[config.mk]
export PLATFORM = sky130hd
export DESIGN_NAME = tcalc_top
export DESIGN_NICKNAME = d
export VERILOG_FILES = /design/src/rtl/tcalc_pkg.sv /design/src/rtl/tcalc_div.sv /design/src/rtl/tcalc_opsel.sv /design/src/rtl/tcalc_top.sv
export SDC_FILE = /design/constraint.sdc
export NUM_CORES = 2
export LEC_CHECK = 0
export CORE_MARGIN = 2
export CORE_UTILIZATION = 60
export CTS_CLUSTER_DIAMETER = 100
export DETAILED_ROUTE_END_ITERATION = 8
export PLACE_DENSITY_LB_ADDON = 0.25
export SETUP_SLACK_MARGIN = 0.4
export SKIP_CTS_REPAIR_TIMING = 1
export SYNTH_ARGS = -nofsm -noshare
export SYNTH_HDL_FRONTEND = slang
export SYNTH_SLANG_ARGS = --single-unit
[constraint.sdc]
create_clock -name clk -period 12.1 [get_ports clk]
set_clock_uncertainty 0.05 [all_clocks]
set_input_delay 1.21 -clock clk [delete_from_list [all_inputs] [get_ports clk]]
set_output_delay 1.21 -clock clk [all_outputs]
set_load 0.005 [all_outputs]
[src/rtl/tcalc_pkg.sv]
package tcalc_pkg;
  localparam int unsigned QW = 32;

  typedef enum logic [3:0] {
    ST_WTR, ST_RRD, ST_RC, ST_RAS, ST_WR, ST_RCD, ST_RP,
    ST_XS, ST_RMAX, ST_RDIV, ST_REF
  } step_e;

  localparam step_e LAST_STEP = ST_REF;

  // max(q, m) - 1, zero stays zero, clipped to lim
  function automatic logic [QW-1:0] cyc_field(logic [QW-1:0] q, logic [QW-1:0] m,
                                               logic [QW-1:0] lim);
    logic [QW-1:0] v;
    v = (q > m) ? q : m;
    if (v == '0) return '0;
    v = v - 1'b1;
    return (v > lim) ? lim : v;
  endfunction
endpackage

[src/rtl/tcalc_div.sv]
module tcalc_div #(
  parameter int unsigned DW = 32
) (
  input  logic          clk,
  input  logic          rst_n,
  input  logic          start,
  input  logic [DW-1:0] dividend,
  input  logic [DW-1:0] divisor,
  output logic          done,
  output logic [DW-1:0] quotient
);
  localparam int unsigned CNTW = $clog2(DW + 1);

  logic [DW-1:0]   rem_q, dvsr_q;
  logic [CNTW-1:0] cnt_q;
  logic [DW:0]     shifted;

  assign shifted = {rem_q, quotient[DW-1]};

  always_ff @(posedge clk) begin
    if (!rst_n) begin
      rem_q    <= '0;
      dvsr_q   <= '0;
      quotient <= '0;
      cnt_q    <= '0;
      done     <= 1'b0;
    end else begin
      done <= 1'b0;
      if (start) begin
        rem_q    <= '0;
        dvsr_q   <= divisor;
        quotient <= dividend;
        cnt_q    <= CNTW'(DW);
      end else if (cnt_q != '0) begin
        if (shifted >= {1'b0, dvsr_q}) begin
          rem_q    <= DW'(shifted - {1'b0, dvsr_q});
          quotient <= {quotient[DW-2:0], 1'b1};
        end else begin
          rem_q    <= shifted[DW-1:0];
          quotient <= {quotient[DW-2:0], 1'b0};
        end
        cnt_q <= cnt_q - 1'b1;
        done  <= (cnt_q == CNTW'(1));
      end
    end
  end
endmodule

[src/rtl/tcalc_opsel.sv]
module tcalc_opsel
  import tcalc_pkg::*;
#(
  parameter int unsigned TW  = 20,
  parameter int unsigned CW  = 16,
  parameter int unsigned NW  = 16,
  parameter int unsigned RMW = 24,
  parameter int unsigned FKW = 20,
  parameter int unsigned MW  = 4
) (
  input  step_e          step,
  input  logic [CW-1:0]  tck,
  input  logic [FKW-1:0] fkhz,
  input  logic [NW-1:0]  trefi,
  input  logic [RMW-1:0] trasmax,
  input  logic [TW-1:0]  trfc, twtr, trrd, tfaw, tras, trp, twr, trcd,
  input  logic [MW-1:0]  mwtr, mrrd, mras, mwr, mrcd, mrp,
  input  logic           eight,
  input  logic           der,
  input  logic [QW-1:0]  ref_mid,
  output logic [QW-1:0]  num,
  output logic [QW-1:0]  den,
  output logic [QW-1:0]  minc
);
  localparam logic [QW-1:0] MARGIN_ONE  = QW'(1875);
  localparam logic [QW-1:0] MARGIN_FAW  = QW'(7500);
  localparam logic [QW-1:0] EXIT_EXTRA  = QW'(10000);

  logic [QW-1:0] m_s, m_f, a, tk, fsel, prod;
  logic          ceil_en;

  assign m_s  = der ? MARGIN_ONE : '0;
  assign m_f  = der ? MARGIN_FAW : '0;
  assign tk   = QW'(tck);
  assign fsel = der ? QW'(fkhz >> 2) : QW'(fkhz);
  assign prod = ref_mid * fsel;

  always_comb begin
    a       = '0;
    den     = tk;
    minc    = '0;
    ceil_en = 1'b1;
    unique case (step)
      ST_WTR: begin a = QW'(twtr); minc = QW'(mwtr); end
      ST_RRD: begin
        if (eight) begin a = QW'(tfaw) + m_f; den = tk << 2; end
        else       begin a = QW'(trrd) + m_s; minc = QW'(mrrd); end
      end
      ST_RC:  a = QW'(tras) + QW'(trp) + m_s;
      ST_RAS: begin a = QW'(tras) + m_s; minc = QW'(mras); end
      ST_WR:  begin a = QW'(twr); minc = QW'(mwr); end
      ST_RCD: begin a = QW'(trcd) + m_s; minc = QW'(mrcd); end
      ST_RP:  begin a = QW'(trp) + m_s; minc = QW'(mrp); end
      ST_XS:  a = QW'(trfc) + EXIT_EXTRA;
      ST_RMAX: begin a = QW'(trasmax); den = QW'(trefi); ceil_en = 1'b0; end
      ST_RDIV: begin a = QW'(trefi); den = QW'(100); ceil_en = 1'b0; end
      ST_REF:  begin a = prod; den = QW'(10000); ceil_en = 1'b0; end
      default: a = '0;
    endcase
    num = ceil_en ? (a + den - 1'b1) : a;
  end
endmodule

[src/rtl/tcalc_top.sv]
module tcalc_top
  import tcalc_pkg::*;
#(
  parameter int unsigned TW  = 20,
  parameter int unsigned CW  = 16,
  parameter int unsigned NW  = 16,
  parameter int unsigned RMW = 24,
  parameter int unsigned FKW = 20,
  parameter int unsigned MW  = 4,
  parameter int unsigned FW  = 8,
  parameter int unsigned XW  = 4,
  parameter int unsigned RW  = 16
) (
  input  logic           clk,
  input  logic           rst_n,
  input  logic           in_valid,
  output logic           in_ready,
  input  logic [CW-1:0]  tck_ps,
  input  logic [FKW-1:0] freq_khz,
  input  logic [NW-1:0]  trefi_ns,
  input  logic [RMW-1:0] tras_max_ns,
  input  logic [TW-1:0]  trfc_ps,
  input  logic [TW-1:0]  twtr_ps,
  input  logic [TW-1:0]  trrd_ps,
  input  logic [TW-1:0]  tfaw_ps,
  input  logic [TW-1:0]  tras_ps,
  input  logic [TW-1:0]  trp_ps,
  input  logic [TW-1:0]  twr_ps,
  input  logic [TW-1:0]  trcd_ps,
  input  logic [MW-1:0]  min_wtr,
  input  logic [MW-1:0]  min_rrd,
  input  logic [MW-1:0]  min_ras,
  input  logic [MW-1:0]  min_wr,
  input  logic [MW-1:0]  min_rcd,
  input  logic [MW-1:0]  min_rp,
  input  logic           eight_bank,
  input  logic           derate,
  output logic           out_valid,
  output logic [FW-1:0]  f_wtr,
  output logic [FW-1:0]  f_rrd,
  output logic [FW-1:0]  f_rc,
  output logic [FW-1:0]  f_ras,
  output logic [FW-1:0]  f_wr,
  output logic [FW-1:0]  f_rcd,
  output logic [FW-1:0]  f_rp,
  output logic [FW-1:0]  f_xsnr,
  output logic [FW-1:0]  f_xsrd,
  output logic [XW-1:0]  f_rasmax,
  output logic [RW-1:0]  f_ref
);
  localparam logic [QW-1:0] FLIM = QW'((1 << FW) - 1);
  localparam logic [QW-1:0] XLIM = QW'((1 << XW) - 1);
  localparam logic [QW-1:0] RLIM = QW'((1 << RW) - 1);

  typedef enum logic [1:0] {S_IDLE, S_KICK, S_WAIT, S_DONE} state_e;

  state_e         state_q;
  step_e          step_q;
  logic [CW-1:0]  r_tck;
  logic [FKW-1:0] r_fk;
  logic [NW-1:0]  r_trefi;
  logic [RMW-1:0] r_rmax;
  logic [TW-1:0]  r_trfc, r_twtr, r_trrd, r_tfaw, r_tras, r_trp, r_twr, r_trcd;
  logic [MW-1:0]  r_mwtr, r_mrrd, r_mras, r_mwr, r_mrcd, r_mrp;
  logic           r_eight, r_der;
  logic [QW-1:0]  ref_mid, num, den, minc, quo, fval;
  logic           div_done;

  assign in_ready  = (state_q == S_IDLE);
  assign out_valid = (state_q == S_DONE);
  assign fval      = cyc_field(quo, minc, FLIM);

  tcalc_opsel #(.TW(TW), .CW(CW), .NW(NW), .RMW(RMW), .FKW(FKW), .MW(MW)) u_opsel (
    .step(step_q), .tck(r_tck), .fkhz(r_fk), .trefi(r_trefi), .trasmax(r_rmax),
    .trfc(r_trfc), .twtr(r_twtr), .trrd(r_trrd), .tfaw(r_tfaw), .tras(r_tras),
    .trp(r_trp), .twr(r_twr), .trcd(r_trcd),
    .mwtr(r_mwtr), .mrrd(r_mrrd), .mras(r_mras), .mwr(r_mwr), .mrcd(r_mrcd), .mrp(r_mrp),
    .eight(r_eight), .der(r_der), .ref_mid(ref_mid),
    .num(num), .den(den), .minc(minc)
  );

  tcalc_div #(.DW(QW)) u_div (
    .clk(clk), .rst_n(rst_n), .start(state_q == S_KICK),
    .dividend(num), .divisor(den), .done(div_done), .quotient(quo)
  );

  always_ff @(posedge clk) begin
    if (!rst_n) begin
      state_q <= S_IDLE;
      step_q  <= ST_WTR;
      ref_mid <= '0;
      {r_tck, r_fk, r_trefi, r_rmax} <= '0;
      {r_trfc, r_twtr, r_trrd, r_tfaw, r_tras, r_trp, r_twr, r_trcd} <= '0;
      {r_mwtr, r_mrrd, r_mras, r_mwr, r_mrcd, r_mrp, r_eight, r_der} <= '0;
      {f_wtr, f_rrd, f_rc, f_ras, f_wr, f_rcd, f_rp, f_xsnr, f_xsrd} <= '0;
      f_rasmax <= '0;
      f_ref    <= '0;
    end else begin
      unique case (state_q)
        S_IDLE: if (in_valid) begin
          r_tck <= tck_ps; r_fk <= freq_khz; r_trefi <= trefi_ns; r_rmax <= tras_max_ns;
          r_trfc <= trfc_ps; r_twtr <= twtr_ps; r_trrd <= trrd_ps; r_tfaw <= tfaw_ps;
          r_tras <= tras_ps; r_trp <= trp_ps; r_twr <= twr_ps; r_trcd <= trcd_ps;
          r_mwtr <= min_wtr; r_mrrd <= min_rrd; r_mras <= min_ras;
          r_mwr <= min_wr; r_mrcd <= min_rcd; r_mrp <= min_rp;
          r_eight <= eight_bank; r_der <= derate;
          step_q  <= ST_WTR;
          state_q <= S_KICK;
        end
        S_KICK: state_q <= S_WAIT;
        S_WAIT: if (div_done) begin
          unique case (step_q)
            ST_WTR: f_wtr <= FW'(fval);
            ST_RRD: f_rrd <= FW'(fval);
            ST_RC:  f_rc  <= FW'(fval);
            ST_RAS: f_ras <= FW'(fval);
            ST_WR:  f_wr  <= FW'(fval);
            ST_RCD: f_rcd <= FW'(fval);
            ST_RP:  f_rp  <= FW'(fval);
            ST_XS:  begin f_xsnr <= FW'(fval); f_xsrd <= FW'(fval); end
            ST_RMAX: f_rasmax <= XW'(cyc_field(quo, '0, XLIM));
            ST_RDIV: ref_mid <= quo;
            ST_REF:  f_ref <= RW'((quo > RLIM) ? RLIM : quo);
            default: ref_mid <= ref_mid;
          endcase
          if (step_q == LAST_STEP) state_q <= S_DONE;
          else begin
            step_q  <= step_e'(step_q + 1'b1);
            state_q <= S_KICK;
          end
        end
        S_DONE: state_q <= S_IDLE;
        default: state_q <= S_IDLE;
      endcase
    end
  end
endmodule

# Word-level counts from Yosys, hierarchy flattened
# Index checks and enable logic that the tools add are counted.
# word_totals
ff_bits	487
latchBits	0
ram_bits	0
romBits	0
word_cells	143
mem_count	0
# op_classes
addsub	15
multipliers	1
div	0
order_cmp	6
eq_ne	17
n_shift	0
muxes	39
bitwise_logic	2
reduce_logical	24
# ops
operator	n
$pmux W32 S11	1
$mux W32	7
$pmux W32 S6	1
$add A20 B32 Y32	5
$pmux W32 S4	1
$sub A32 B1 Y32 const B	3
$add A32 B32 Y32	2
$logic_not A32 Y1	2
$ge A33 B32 Y1	1
$reduce_and A3 Y1	11
$gt A32 B1 Y1 const B	1
$gt A32 B16 Y1 const B	1
$gt A32 B32 Y1	1
$gt A32 B4 Y1 const B	1
$gt A32 B8 Y1 const B	1
$mul A32 B32 Y32	1
$sub A32 B32 Y32	1
$mux W4	7
$mux W8	3
$add A20 B14 Y21 const B	1
$add A20 B20 Y21	1
$mux W20	1
$mux W18	1
$eq A4 B3 Y1 const B	4
other kinds (27)	45

# Logic depth before layout (Yosys ltp)
# depth
ltp_word	9
depth_mapped	41
depth_no_buf	37

# Hierarchy
# A second synthesis with hierarchy kept.
# hier_totals
cells_unflattened	5431
area_unflattened_um2	43222.7
# by_module_without_submodules
mod	instances	cells_per_inst	area_each_um2	seq_area_each_um2
tcalc_opsel	1	2725	21445.6	0.0
tcalc_top	1	1921	15556.2	7687.4
tcalc_div	1	785	6221.0	2062.0

# Least setup slack after synthesis
# Ideal clock, no wire load.
# synth_timing
path_kind	flip-flop to flip-flop
from	reg r_der
to	reg u_div.quotient[31]
arrival_time_ns	10.228
setup_slack_ns	1.726
path_stages_with_launch	38
period_less_slack_ns	10.374
cell_sequence	dfxtp_1 clkbuf_1 clkbuf_1 mux2_2 clkbuf_1 clkbuf_1 and2_1 fa_1 fa_1 inv_1 fa_1 inv_1 fa_1 fa_1 fa_1 inv_1 fa_1 inv_1 [2 not listed] a21o_1 a221oi_1 nor2b_1 o311a_1 o21a_1 or3_1 a32o_1 a41o_1 ha_1 nand3_1 o21ai_0 a211oi_1 o32ai_1 a21oi_1 o21ai_0 a2111oi_0 nor3_1 a221oi_1
# synth_via
elab_chain_len	8
# synth_rtl
item	line_no	text
from (decl)	tcalc_top.sv:65	logic r_eight, r_der;
from (signal assigned)	tcalc_top.sv:106	r_eight <= eight_bank; r_der <= derate;
parallel branches: the longest is 3 deep, another holds $mul A32 B32 Y32	--	
$pmux W32 S11 (*)	tcalc_opsel.sv:43	unique case (step)
$add A32 B32 Y32	tcalc_opsel.sv:60	num = ceil_en ? (a + den - 1'b1) : a;
$sub A32 B1 Y32	tcalc_opsel.sv:60	
$mux W32 (*)	tcalc_opsel.sv:60	
$mux W32 (*)	tcalc_div.sv:29	if (start) begin
to (signal assigned)	tcalc_div.sv:32	quotient <= dividend;
to (signal assigned)	tcalc_div.sv:37	quotient <= {quotient[DW-2:0], 1'b1};
to (signal assigned)	tcalc_div.sv:40	quotient <= {quotient[DW-2:0], 1'b0};
to (decl)	tcalc_div.sv:10	output logic [DW-1:0] quotient
# Every way passes the cells marked *.
# A chain may end at the register's enable or synchronous reset.

# Worst setup path in the final report
# layout_timing
from	reg r_der
to	reg u_div.quotient[24]
# Same word-level chain as after synthesis.

==> flow_summary.yaml <==
setup_path:
  slowest_delay_ns: 0.71
  crit_required_ns: 12.55
  cp-start-kind: "register"
  cp_max_fo: 28
  critical_path_class: "reg2reg"
  r2r_start: "r_der"
  reg2reg_to: "u_div.quotient[24]"
  cp-end-kind: "register"
  cp.arrival_ns: 11.16
  r2r.worst_path.cells: 34
  reg2reg_slack_ns: 1.39
  crit_top_cell: "fa_1"
  cp_slowest_cell: "o311ai_0"
routing:
  drt_wl_total_mm: 135
  wl_per_cell_um: 21.7
  drcViolationCount: 0
  vias: 37900
  final_antenna_net_count: 0
  dr.pass1.iters: 6
  drt_iter0_drc: 4294
  viasPerCell: 6.11
yosys:
  synth.distinct_cells: 87
  netlist_area_sq_um: 40300
  synth_edf_count: 0
  yosysSeqAreaShare_pct: 23.5
  syn_inst: 5130
  synth_seq_cells: 473
  yosysMostFrequentCell: "nand2_1"
  yosys_warnings: 0
  synth_area_leaders: "dfxtp_1, fa_1, nand2_1"
  synth_commonest_cells: "nand2_1, inv_1, a21oi_1, dfxtp_1, fa_1"
  avgSynthCellArea_sq_um: 7.86
  async_flop_share_pct: 0
  synth_top_area_share_pct: 23.5
  synth_flop_cell: "dfxtp_1"
  synth_fp_nets: 5965
  synth_largest_area_cell: "dfxtp_1"
placed_design:
  pre_cts_ws_ns: 1.75
  post_dp_cell_area_sq_um: 44300
  place.gp.congestion: 1.02
  io_buffers: 358
  hpwl_mm: 102
sta:
  worst_hold_slack_ns: 0.398
  fin_crit_ns: 10.71
  timing.fmax_ghz: 0.0934
  fin_crit_sh_pct: 88.5
  setup_violations: 0
  worst_pin_slew_ns: 1.15
  rsz0062_at_grt: "false"
  relSlewSlack_pct: 22.8
  hold_violations: 0
  drv_slew: 0
  tns_ns: 0
  setup_slack_ns: 1.39
grt:
  grt_pass1_vias: 37000
  overflow: 0
  grt-busiest-layer: "met2"
  grt_antenna_before_repair: 3
  grtUsageTotal_pct: 38.5
  use_met1_pct: 50.0
  gr-usage-met2_pct: 60.2
  use_met3_pct: 7.18
  grt_max_degree: 240
  grt_pass1_wl_mm: 210
die:
  rows: 95
  fp.dieH_um: 263
  pin_count: 359
  die_area_sq_um: 69300
  start_util_pct: 60.3
  die_w_um: 263
  core-area_sq_um: 66800
final_layout:
  fin_nets: 6122
  drive_above_1_share_pct: 3.94
  area_growth_pct: 14.5
  final_cell_area_sq_um: 46200
  fillers: 5485
clocking:
  cts_tree: "done"
  cts_buffers: 53
  insertion_delay_ns: 0.64
  path_clk_slew_ns: 0.06
  clock_path_buffers: 3
  cts_root_buf: "clkbuf_16"
  htreeDepth: 2
  cts_sinks: 473
power:
  peakVddDrop_mv: 0.105
  power_frac_seq_pct: 33.7
  p_sw_w: 0.00215
  clkPwrFrac_pct: 31.3
  power_w: 0.00566
  power_frac_comb_pct: 35.1
  internal_power_w: 0.00350
  sw_frac_of_total_pct: 38.0
  power_leakage_nw: 19.1
  p_per_area_nw_per_um2: 123
worst_hold_path:
  hold_depth: 2
  hp-start: "f_rrd[0]"
  hold_class: "reg2reg"
  min_delay_worst_endpoint: "f_rrd[0]"
run:
  cap_violations: 0
run_status:
  run_status: "finished clean"
==> area by class of cell <==
class | count | area, sq um | area share [%]
diodes | 2 | 5.00 | 0.0108
clock buffers | 64 | 1410 | 3.05
clock inverters | 32 | 484 | 1.05
inverters | 497 | 1870 | 4.06
multi-input cells | 3848 | 27800 | 60.2
flip-flops and latches | 473 | 9470 | 20.5
well taps | 873 | 1090 | 2.37
repair buffers | 414 | 4030 | 8.73
==> per-stage QoR <==
stage / instances / utilization (%)
final: 6203 / 69.1
after detailed placement: 6105 / 66.3
after CTS: 6201 / 69.1
after global routing: 6202 / 69.1
after global placement: 6105 / 66.3
after floorplan: 5130 / -
==> cell families (layout without fill, tap and decap cells) <==
family | Yosys count | in the layout | synth area share (%)
multiplexers | 50 | 50 | 1.29
other | 0 | 2 | 0
XOR/XNOR | 190 | 190 | 4.16
AO/OA/AOI/OAI | 1137 | 1137 | 17.7
AND/OR/NAND/NOR | 1901 | 1901 | 21.3
flip-flops | 473 | 473 | 23.5
buffers and inverters | 809 | 1007 | 7.64
adder cells (fa/ha/maj) | 570 | 570 | 24.4
==> worst max path at each step <==
stage	from	end	slack, ns
after floorplan	r_der	u_div.quotient[31]	1.73
after global placement	r_der	u_div.quotient[24]	1.88
after detailed placement	r_der	u_div.quotient[24]	1.75
after CTS	r_der	u_div.quotient[24]	1.66
after global routing	r_der	u_div.quotient[24]	1.06
final	r_der	u_div.quotient[24]	1.39
==> layout by cell type, fill, tap and decap left out, drive strengths merged, types with 73 or more instances in the layout <==
cell type      instances
clkdlybuf4s50        358
nor2                 195
xnor2                111
dfxtp                473
nand2               1166
xor2                  78
a21oi                479
and2                 147
fa                   360
o21ai                206
inv                  501
nor2b                 73
ha                   210
==> sequential cells by signal (all words and copies together) (netlist names), 24 cells and up <==
signal,count
u_div.quotient,32
u_div.rem_q,32
ref_mid,32
r_rmax,24
==> critical path: cells and delay by family, from the launching register on <==
kind / cells / cell delay (ns)
mux: 1 / 0.61
simple gates: 6 / 1.20
flops: 1 / 0.61
fa+ha+maj: 10 / 4.33
compound gates: 11 / 3.36
buf+inv: 5 / 0.26
xor+xnor: 1 / 0.17
==> power by group through the flow <==
stage	sequential (W)	clock, W	combinational (W)
final	0.00190	0.00177	0.00198
after global routing	0.00191	0.00183	0.00217
after CTS	0.00189	0.00178	0.00195
after floorplan	0.00183	0	0.00146
after detailed placement	0.00192	0	0.00193
after global placement	0.00192	0	0.00191
==> metal layers <==
layer	wire [um]	share of wire, %
met1	52500	39
met2	60100	45
met3	13000	9.7
met4	9120	6.8
met5	8	0.0059
Note: power is estimated with default switching activity, not from simulation.
